### src/rtl/hbPkg.sv
package hbPkg;

  typedef enum logic [1:0] {
    LVL_LO  = 2'd0,
    LVL_MID = 2'd1,
    LVL_HI  = 2'd2
  } level_e;

  typedef enum logic [3:0] {
    S_IDLE,
    S_CAL,
    S_OFF,
    S_HS_WAIT,
    S_HS_ON,
    S_LS_WAIT,
    S_LS_ON,
    S_DE_WAIT,
    S_DE_BLANK,
    S_DE_WATCH,
    S_DE_DONE
  } seqState_e;

  // strobes from control to the interval counter
  typedef struct packed {
    logic clr;
    logic inc;
  } tmrCmd_t;

  // limit matches reported back by the counter
  typedef struct packed {
    logic dead;
    logic hold;
    logic cal;
  } tmrHit_t;

  // code 11 is treated as the safe mid level
  function automatic level_e decodeLevel(input logic [1:0] code);
    case (code)
      2'b00:   return LVL_LO;
      2'b10:   return LVL_HI;
      default: return LVL_MID;
    endcase
  endfunction

endpackage

### src/rtl/hbSync.sv
module hbSync #(
  parameter int W      = 8,
  parameter int STAGES = 2
) (
  input  logic         clk,
  input  logic         rstN,
  input  logic [W-1:0] d,
  output logic [W-1:0] q
);

  logic [W-1:0] pipe [STAGES];

  always_ff @(posedge clk or negedge rstN) begin
    if (!rstN) pipe[0] <= '0;
    else       pipe[0] <= d;
  end

  for (genvar s = 1; s < STAGES; s++) begin : g_stage
    always_ff @(posedge clk or negedge rstN) begin
      if (!rstN) pipe[s] <= '0;
      else       pipe[s] <= pipe[s-1];
    end
  end

  assign q = pipe[STAGES-1];

endmodule

### src/rtl/hbTimer.sv
module hbTimer
  import hbPkg::*;
#(
  parameter int DEAD_CYC = 8,
  parameter int HOLD_CYC = 43,
  parameter int CAL_CYC  = 3000000
) (
  input  logic    clk,
  input  logic    rstN,
  input  tmrCmd_t cmd,
  output tmrHit_t hit
);

  localparam int MAX_A = (DEAD_CYC > HOLD_CYC) ? DEAD_CYC : HOLD_CYC;
  localparam int MAX_L = (MAX_A > CAL_CYC) ? MAX_A : CAL_CYC;
  localparam int CNT_W = $clog2(MAX_L + 1);

  logic [CNT_W-1:0] cnt;

  always_ff @(posedge clk or negedge rstN) begin
    if (!rstN)        cnt <= '0;
    else if (cmd.clr) cnt <= '0;
    else if (cmd.inc) cnt <= cnt + 1'b1;
  end

  assign hit.dead = (cnt == CNT_W'(DEAD_CYC - 1));
  assign hit.hold = (cnt == CNT_W'(HOLD_CYC - 1));
  assign hit.cal  = (cnt == CNT_W'(CAL_CYC - 1));

endmodule

### src/rtl/hbCtrl.sv
module hbCtrl
  import hbPkg::*;
(
  input  logic    clk,
  input  logic    rstN,
  input  level_e  pwmLvl,
  input  level_e  enLvl,
  input  logic    supplyQ,
  input  logic    lsLowQ,
  input  logic    hsLowQ,
  input  logic    zeroQ,
  input  tmrHit_t hit,
  output tmrCmd_t cmd,
  output logic    hsGate,
  output logic    lsGate,
  output logic    calBusy
);

  seqState_e st, nxt;
  logic      supplyPrev;
  logic      supplyRise;
  logic      waiting;
  logic      senseOk;

  assign supplyRise = supplyQ & ~supplyPrev;

  always_ff @(posedge clk or negedge rstN) begin
    if (!rstN) begin
      st         <= S_IDLE;
      supplyPrev <= 1'b0;
    end else begin
      st         <= nxt;
      supplyPrev <= supplyQ;
    end
  end

  // which sense flag gates the current wait state
  always_comb begin
    waiting = 1'b0;
    senseOk = 1'b0;
    case (st)
      S_HS_WAIT: begin waiting = 1'b1; senseOk = lsLowQ; end
      S_LS_WAIT,
      S_DE_WAIT: begin waiting = 1'b1; senseOk = hsLowQ; end
      default:   ;
    endcase
  end

  always_comb begin
    nxt = st;
    if (!supplyQ) begin
      nxt = S_IDLE;
    end else if (supplyRise) begin
      nxt = S_CAL;
    end else begin
      case (st)
        S_IDLE: nxt = S_IDLE;
        S_CAL:  if (hit.cal) nxt = S_OFF;
        default: begin
          if (enLvl != LVL_HI) begin
            nxt = S_OFF;
          end else begin
            case (pwmLvl)
              LVL_HI: begin
                if (st == S_HS_ON)                              nxt = S_HS_ON;
                else if (st == S_HS_WAIT && lsLowQ && hit.dead) nxt = S_HS_ON;
                else                                            nxt = S_HS_WAIT;
              end
              LVL_LO: begin
                if (st == S_LS_ON)                              nxt = S_LS_ON;
                else if (st inside {S_DE_BLANK, S_DE_WATCH})    nxt = S_LS_ON;
                else if (st == S_LS_WAIT && hsLowQ && hit.dead) nxt = S_LS_ON;
                else                                            nxt = S_LS_WAIT;
              end
              default: begin
                case (st)
                  S_DE_WAIT:  if (hsLowQ && hit.dead) nxt = S_DE_BLANK;
                  S_LS_ON:    nxt = S_DE_BLANK;
                  S_DE_BLANK: if (hit.hold) nxt = S_DE_WATCH;
                  S_DE_WATCH: if (zeroQ) nxt = S_DE_DONE;
                  S_DE_DONE:  nxt = S_DE_DONE;
                  default:    nxt = S_DE_WAIT;
                endcase
              end
            endcase
          end
        end
      endcase
    end
  end

  always_comb begin
    cmd.clr = (nxt != st) || (waiting && !senseOk);
    cmd.inc = (waiting && senseOk) || (st == S_DE_BLANK) || (st == S_CAL);
  end

  assign hsGate  = (st == S_HS_ON);
  assign lsGate  = (st inside {S_LS_ON, S_DE_BLANK, S_DE_WATCH});
  assign calBusy = (st == S_CAL);

endmodule

### src/rtl/halfBridgeSeq.sv
module halfBridgeSeq
  import hbPkg::*;
#(
  parameter int DEAD_CYC     = 8,
  parameter int BLANK_CYC    = 35,
  parameter int DEBOUNCE_CYC = 8,
  parameter int CAL_CYC      = 3000000,
  parameter int SYNC_STAGES  = 2
) (
  input  logic       clk,
  input  logic       rstN,
  input  logic [1:0] pwmCode,
  input  logic [1:0] enCode,
  input  logic       supplyOk,
  input  logic       lsGateLow,
  input  logic       hsGateLow,
  input  logic       zeroCur,
  output logic       hsGate,
  output logic       lsGate,
  output logic       calBusy
);

  localparam int HOLD_CYC = BLANK_CYC + DEBOUNCE_CYC;
  localparam int IN_W     = 8;

  logic [IN_W-1:0] rawIn, syncIn;
  tmrCmd_t         cmd;
  tmrHit_t         hit;

  assign rawIn = {pwmCode, enCode, supplyOk, lsGateLow, hsGateLow, zeroCur};

  hbSync #(.W(IN_W), .STAGES(SYNC_STAGES)) u_sync (
    .clk  (clk),
    .rstN (rstN),
    .d    (rawIn),
    .q    (syncIn)
  );

  hbTimer #(.DEAD_CYC(DEAD_CYC), .HOLD_CYC(HOLD_CYC), .CAL_CYC(CAL_CYC)) u_timer (
    .clk  (clk),
    .rstN (rstN),
    .cmd  (cmd),
    .hit  (hit)
  );

  hbCtrl u_ctrl (
    .clk     (clk),
    .rstN    (rstN),
    .pwmLvl  (decodeLevel(syncIn[7:6])),
    .enLvl   (decodeLevel(syncIn[5:4])),
    .supplyQ (syncIn[3]),
    .lsLowQ  (syncIn[2]),
    .hsLowQ  (syncIn[1]),
    .zeroQ   (syncIn[0]),
    .hit     (hit),
    .cmd     (cmd),
    .hsGate  (hsGate),
    .lsGate  (lsGate),
    .calBusy (calBusy)
  );

endmodule

### config.mk
export PLATFORM = sky130hd
export DESIGN_NAME = halfBridgeSeq
export DESIGN_NICKNAME = d
export VERILOG_FILES = /design/src/rtl/hbPkg.sv /design/src/rtl/hbSync.sv /design/src/rtl/hbTimer.sv /design/src/rtl/hbCtrl.sv /design/src/rtl/halfBridgeSeq.sv
export SDC_FILE = /design/constraint.sdc
export NUM_CORES = 1
export LEC_CHECK = 0
export BUFFER_PORTS_ARGS = -buffer_cell sky130_fd_sc_hd__clkbuf_2
export CAP_MARGIN = 10
export CORE_MARGIN = 8
export CORE_UTILIZATION = 50
export DETAILED_ROUTE_END_ITERATION = 7
export PLACE_DENSITY = 0.67
export SYNTH_ARGS = -nofsm -noshare
export SYNTH_HDL_FRONTEND = slang
export SYNTH_HIERARCHICAL = 1
export SYNTH_SLANG_ARGS = --single-unit
### constraint.sdc
create_clock -name clk -period 8.5 [get_ports clk]
set_clock_uncertainty 0.1 [all_clocks]
set_input_delay 1.275 -clock clk [delete_from_list [all_inputs] [get_ports clk]]
set_output_delay 1.275 -clock clk [all_outputs]
set_load 0.02 [all_outputs]
# Word level (Yosys, flattened, before mapping)
# Index checks and enable logic that the tools add are counted.
[op_classes]
addsub = 1
n_mul = 0
div = 0
n_lt_le_gt_ge = 0
eq_ne = 17
shifts = 0
n_mux = 21
bitwise_logic = 2
n_reduce_logical = 20
[ops]
columns = ["op", "count"]
rows = [
  ["$mux W22", 2],
  ["$mux W4", 10],
  ["$add A22 B1 Y22 const B", 1],
  ["$eq A22 B22 Y1 const B", 1],
  ["$eq A22 B3 Y1 const B", 1],
  ["$eq A22 B6 Y1 const B", 1],
  ["$pmux W4 S5", 1],
  ["$eq A4 B3 Y1 const B", 4],
  ["$pmux W4 S2", 2],
  ["$eq A4 B4 Y1 const B", 3],
  ["$pmux W2 S2", 2],
  ["$logic_and A1 B1 Y1", 7],
  ["$eq A2 B2 Y1 const B", 3],
  ["$logic_not A2 Y1", 3],
  ["$eq A4 B1 Y1 const B", 1],
  ["$eq A4 B2 Y1 const B", 1],
  ["$logic_not A4 Y1", 1],
  ["$ne A4 B4 Y1", 1],
  ["$reduce_bool A2 Y1", 2],
  ["$logic_or A1 B1 Y1", 3],
  ["$mux W3", 1],
  ["$reduce_bool A3 Y1", 1],
  ["$reduce_or A3 Y1", 1],
  ["$mux W2", 1],
  ["7 further kinds", 7],
]
[word_totals]
register_bits = 43
latch_bits = 0
ram_bits = 0
mem_bits_ro = 0
in_bits = 10
output_inout_bits = 3
elab_cells = 66
mem_count = 0

# Longest topological paths before layout
# Gate-level depths: netlist of the first run.
[depth]
depth_word = 14
depth_mapped = 16
depth_no_buf = 14

# Hierarchy
# Netlist of the first run, hierarchy kept.
[modules_own_cells]
columns = ["mod", "instances", "cells_per_inst", "area_each_um2", "seq_area_each_um2"]
rows = [
  ["hbTimer", 1, 141, 1290.0, 550.5],
  ["hbCtrl", 1, 69, 546.8, 125.1],
  ["hbSync", 1, 24, 460.4, 400.4],
  ["halfBridgeSeq", 1, 4, 20.0, 0.0],
]

# Worst setup path after synthesis of the first run
# OpenSTA, ideal clock, no wires.
[synth_timing]
path_kind = "register to register"
from = "register u_timer.cnt[4]"
to = "register u_timer.cnt[15]"
setup_time_ns = 0.078
arrival_time_ns = 3.823
required_ns = 8.322
setup_slack_ns = 4.499
path_stages_with_launch = 17
n_path_buf = 2
synth_period_minus_slack_ns = 4.001
path_cell_list = "dfrtp_1 > buf_2 > or4_1 > nor3_1 > nand4_1 > nor4_1 > nand2_1 > o2111a_1 > or3b_1 > and3_1 > a31oi_1 > nand4_1 > buf_2 > o211ai_1 > nor2_1 > a31o_2 > a21oi_1"
[synth_rtl]
columns = ["element", "line", "source"]
rows = [
  ["start, declared", "hbTimer.sv:18", "logic [CNT_W-1:0] cnt;"],
  ["start signal, assigned", "hbTimer.sv:23", "else if (cmd.inc) cnt <= cnt + 1'b1;"],
]

==> results of run 1 <==
-- registers in the layout (all words and copies together) (netlist names) --
register	count
u_sync/q	8
u_sync/pipe	8
u_ctrl/supplyPrev	1
u_timer/cnt	22
u_ctrl/st	4
-- cell families (layout without fill, tap and decap cells) --
group                    after synthesis  count (layout)  share of synthesized area [%]
AND/OR/NAND/NOR                       95              95                           24.3
AO/OA/AOI/OAI                         48              48                           14.7
flip-flops                            43              43                           46.4
buffers and inverters                 35              33                           7.56
XOR/XNOR                              11              11                           4.16
multiplexers                           4               4                           1.78
adder cells (fa/ha/maj)                2               2                           1.08
-- worst min path at each step --
stage / slack (ps) / from / cells after the start / endpoint
CTS: 250 / u_sync/pipe[14] / 0 / u_sync/q[6]
finish: 250 / u_sync/pipe[14] / 0 / u_sync/q[6]
global route: 260 / u_sync/pipe[14] / 0 / u_sync/q[6]
floorplan: 230 / u_sync/pipe[8] / 0 / u_sync/q[0]
global placement: 230 / u_sync/pipe[11] / 0 / u_sync/q[3]
detailed placement: 240 / u_sync/pipe[10] / 0 / u_sync/q[2]
-- cell usage in the layout (no fill, tap or decap), types with 6 or more instances in the layout --
master and count:
a21oi_1 13, nand2_1 9, nor2_1 18, dfrtp_1 43
nor4_1 6, xnor2_1 6, nand4_1 12, clkbuf_2 12
inv_1 12, nand3_1 7
-- routing by layer --
layer	GRT usage, %	wire [um]
met2	18.0	1900
met1	18.5	2250
met3	3.81	204
met4	5.34	63
met5	0	0
-- layout make-up --
type                            instances  area (um2)
Clock buffer                            5        68.8
Clock inverter                          3        67.6
Fill cell                             398        1960
Inverter                               12        45.0
Multi-Input combinational cell        160        1070
Sequential cell                        43        1080
Tap cell                               52        65.1
Timing Repair Buffer                   13        67.6
-- power by group through the flow --
stage                     registers, mW  clock network, mW  logic, mW
final                             0.226              0.189     0.0309
after global routing              0.228              0.203     0.0357
after CTS                         0.226              0.195     0.0313
after detailed placement          0.230                  0     0.0311
after global placement            0.230                  0     0.0309
after floorplan                   0.224                  0     0.0287
-- critical path, cell delays in order, from the launching register on --
cell and delay (ps):
dfrtp_1 500, or4_1 550, nor3_1 150, nand4_1 160, nor4_1 400, nand2_1 160, o2111a_1 290, or3b_1 370
and3_1 210, a31oi_1 170, nand4_1 110, buf_4 230, o211ai_1 520, nor2_1 250, a31o_2 290, a21oi_1 120
-- through the flow --
| step | worst slack [ps] | area (um2) | hold WS (ps) | utilization (%) |
|---|---|---|---|---|
| 6_report | 3840 | 2460 | 249 | 55.6 |
| 5_1_grt | 3500 | 2460 | 257 | 55.6 |
| 4_1_cts | 3900 | 2460 | 252 | 55.6 |
| 3_5_place_dp | 3930 | 2320 | 236 | 52.6 |
| 3_3_place_gp | 4040 | 2320 | 232 | 52.6 |
| 2_1_floorplan | 4500 | 2320 | 231 | - |
==> impl_metrics.ini, run 1 <==
[outcome]
outcome = completed

[logic_synthesis]
yosysMostFrequentCell = dfrtp_1
seq_area_frac_synth_pct = 46.4
synth-edff-count = 0
syn_area_per_cell_um2 = 9.74
synthCells = 238
synth_ff_type = dfrtp_1
yosys_register_bits = 43
synth_area_leaders = dfrtp_1, buf_4, nand4_1, nor2_1, a21oi_1
synth_top_area_cell = dfrtp_1
syn-cell-area_um2 = 2320
synth_nets = 250
synth_cell_types = 48
synth_common_cells = dfrtp_1, nor2_1, a21oi_1
synth_top_cell_area_share_pct = 46.4
yosysWarningCount = 6
async_flop_share_pct = 100

[global_routing]
grt_pass1_vias = 1588
grt.total_usage_pct = 13.1
grt_overflow = 0
antenna_found_initial = 0
grt_pass1_wl_mm = 7.69
grt_max_degree = 44

[critical_path]
crit_start = u_timer/cnt[4]
timing.rr.end = u_timer/cnt[15]
endpoint_kind = register
critPathArrivalTime_ps = 4790
r2r_start = u_timer/cnt[4]
crit_fanout = 25
crit_path_end = u_timer/cnt[15]
critical_path_class = register to register
r2r_cells = 15
crit_path_start_kind = register
critPathRequiredTime_ps = 8630
reg2reg_slack_ps = 3840

[sta]
period_share_pct = 54.9
rsz0062_at_grt = false
slew_viol_final = 0
final.setup.tns_ps = 0
clock.fmax_mhz = 214
relSlewSlack_pct = 30.5
tightest_slew_ps = 1040
hold_violations = 0
post-route-min-period_ps = 4660
final-setup-viol-count = 0

[detailed_routing]
wirelength_mm = 4.41
avgRoutedWirePerCell_um = 15.3
viasPerCell = 6.08
drc = 0
drt_iter0_drc = 178
ant_nets = 0
drtPass1Iterations = 4
vias = 1750

[run]
drv_cap = 0

[pwr]
sw_frac_of_total_pct = 23.0
power.internal_mw = 0.344
p_seq_share_pct = 50.7
combPwrFrac_pct = 6.9
power_density_nw_per_um2 = 182
vdd_drop_max_v = 0.000115
pwr-share-clk_pct = 42.4
finalPower_mw = 0.446
switching_power_mw = 0.103
leakagePower_nw = 1.02

[clock_network]
post_cts.repair.setup_buffers = 0
hold_buffers = 0
path_clk_slew_ps = 90
clk_latency_ps = 300
htree_levels = 2
cts_buffers = 5
tritoncts = built
cts_buffer_depth = 2
cts_root_buf = clkbuf_8
clkSinkCount = 43
cts_resized = 0

[hold_path]
hold_class = register to register

[floorplanning]
row_count = 24
pin_count = 13
die_w_um = 84.1
initial_core_util_pct = 52.5
die_area_um2 = 7070
die_h_um = 84.1
coreArea_um2 = 4410

[placement]
placed_cells = 280
io_buffers = 12
place_congestion = 0.837
hpwl_mm = 3.06

[final_layout]
synthToLayoutAreaGrowth_pct = 5.99
drive_gt1_share_pct = 11.9
final_nets = 247
fin_cells = 288
antenna_cells = 0
No activity file was read; power rests on OpenSTA's default activity.
==> run 2: changes to the inputs <==
clock period = 4.65 ns   (was 8.5 ns; I/O delays follow)
==> run 2 against run 1 <==
  * Setup slack lost 3300 ps
  * Sequential power grew 83%
  * Total power rose by 72%
  * Sequential cell count unchanged
  * Global-route usage is 0.32 points higher
  * Utilization grew 0.085 points
  * Die area is the same
  * Via count grew 0.74%
  * Fmax grew 15%
  * Sequential share of layout area is 0.067 points lower
  * Critical path depth fell by 1
  * Largest power group unchanged
  * Highest routed layer unchanged
==> impl_metrics.ini, run 2 (synthesized netlist as in run 1, its figures left out) <==
[critical_path]
crit_path_start_kind = register
endpoint_kind = register
crit_path_top_delay_cell = or4_1
r2r_cells = 14
critical_path_class = register to register
crit_fanout = 8
critPathRequiredTime_ps = 4720
max_stage_delay_ps = 500
critPathArrivalTime_ps = 4150
worstPathCellList = or4_1 > nor3_1 > nand4_1 > nor4_1 > nand2_1 > o22ai_1 > o22ai_1 > a221oi_1 > a21oi_1 > nand4_1 > o211ai_1 > buf_4 > nor4_1 > mux2_2

[pwr]
vdd_drop_max_v = 0.000192
finalPower_mw = 0.768
leakagePower_nw = 1.04
power_density_nw_per_um2 = 312

[final_layout]
regArea_um2 = 1080
drive_gt1_share_pct = 13.0
antenna_cells = 0
synthToLayoutAreaGrowth_pct = 6.16
regMostFlops = u_timer/cnt
largest_reg_flops = 22
mostFrequentLayoutCells = dfrtp_1, nor2_1, a21oi_1
multi_input_area_um2 = 1070
fillers = 390
mostFrequentLayoutCell = dfrtp_1
final_util_pct = 55.7
final_nets = 250

[hold_path]
hold_class = register to register
hold_depth = 0

[clock_network]
tritoncts = built
hold_buffers = 0
clkSinkCount = 43
cts_buffers = 5
clk_latency_ps = 290
htree_levels = 2
post_cts.repair.setup_buffers = 0
path_clk_slew_ps = 80
cts_resized = 0
cts_buffer_depth = 2
cts_root_buf = clkbuf_8

[detailed_routing]
viasPerCell = 6.06
drt_iter0_drc = 189
ant_nets = 0
drtPass1Iterations = 4
vias = 1763
drc = 0
wirelength_mm = 4.58
avgRoutedWirePerCell_um = 15.7

[floorplanning]
die_h_um = 84.1
row_count = 24
pin_count = 13
die_area_um2 = 7070
die_w_um = 84.1
initial_core_util_pct = 52.5
coreArea_um2 = 4410

[sta]
period_share_pct = 87.6
final-setup-viol-count = 0
relSlewSlack_pct = 30.8
tightest_slew_ps = 1040
post-route-min-period_ps = 4070
clock.fmax_mhz = 246
hold_violations = 0
rsz0062_at_grt = false
slew_viol_final = 0
final.setup.tns_ps = 0

[run]
drv_cap = 0

[placement]
io_buffers = 12
place_congestion = 0.906
hpwl_mm = 3.18

[outcome]
outcome = completed

[global_routing]
grt_pass1_wl_mm = 7.91
antenna_found_initial = 0
grt_max_degree = 44
grt_overflow = 0
grt_pass1_vias = 1629
grt.total_usage_pct = 13.4
## run 2: changes by cell type in the layout (fill, tap and decap cells not counted)
cell / previous run / this run
clkinv_2: 0 / 1
clkbuf_8: 5 / 6
buf_4: 1 / 4
bufinv_16: 2 / 1
clkinvlp_4: 1 / 0
## run 2: stage by stage
stage | cell area [um2] | instances | hold WS [ps] | setup WS [ps]
floorplan | 2320 | 238 | 231 | 649
global placement | 2340 | 283 | 233 | 657
detailed placement | 2340 | 283 | 235 | 594
CTS | 2460 | 291 | 252 | 578
global route | 2460 | 291 | 260 | 193
finish | 2460 | 291 | 253 | 578
## run 2: path summary, 6_finish.rpt
path	from	end	slack (ps)
max	u_timer/cnt[18]	u_timer/cnt[13]	580
min	u_sync/pipe[11]	u_sync/q[3]	250
max reg2reg	u_timer/cnt[18]	u_timer/cnt[13]	580
min reg2reg	u_sync/pipe[11]	u_sync/q[3]	250
max in group asynchronous	rstN	u_timer/cnt[12]	3330
min in group asynchronous	rstN	u_sync/pipe[13]	480
## run 2: final cells by class
class / count / share of cell area, %
Clock buffer: 6 / 3.36
Clock inverter: 2 / 1.42
Inverter: 12 / 1.83
Multi-Input combinational cell: 160 / 43.3
Sequential cell: 43 / 43.7
Tap cell: 52 / 2.64
Timing Repair Buffer: 16 / 3.66
## run 2: critical path: cells and delay by family, from the launching register on
kind	cells	cell delay, ps
buf+inv	1	180
compound gates	5	1160
mux	1	370
flops	1	430
simple gates	7	1720
## run 2: report_power, final
group          switching [mW]  internal [mW]  total (mW)
logic                  0.0335         0.0234      0.0569
clock network           0.124          0.174       0.298
registers              0.0224          0.391       0.413
## run 2: metal layers
metal	up-vias	GRT usage [%]	part of all wire, %
met5	-	0	0
met4	0	5.18	1.2
met3	6	2.54	5.5
met2	50	19.1	42
met1	836	19.3	51
li1	871	-	-
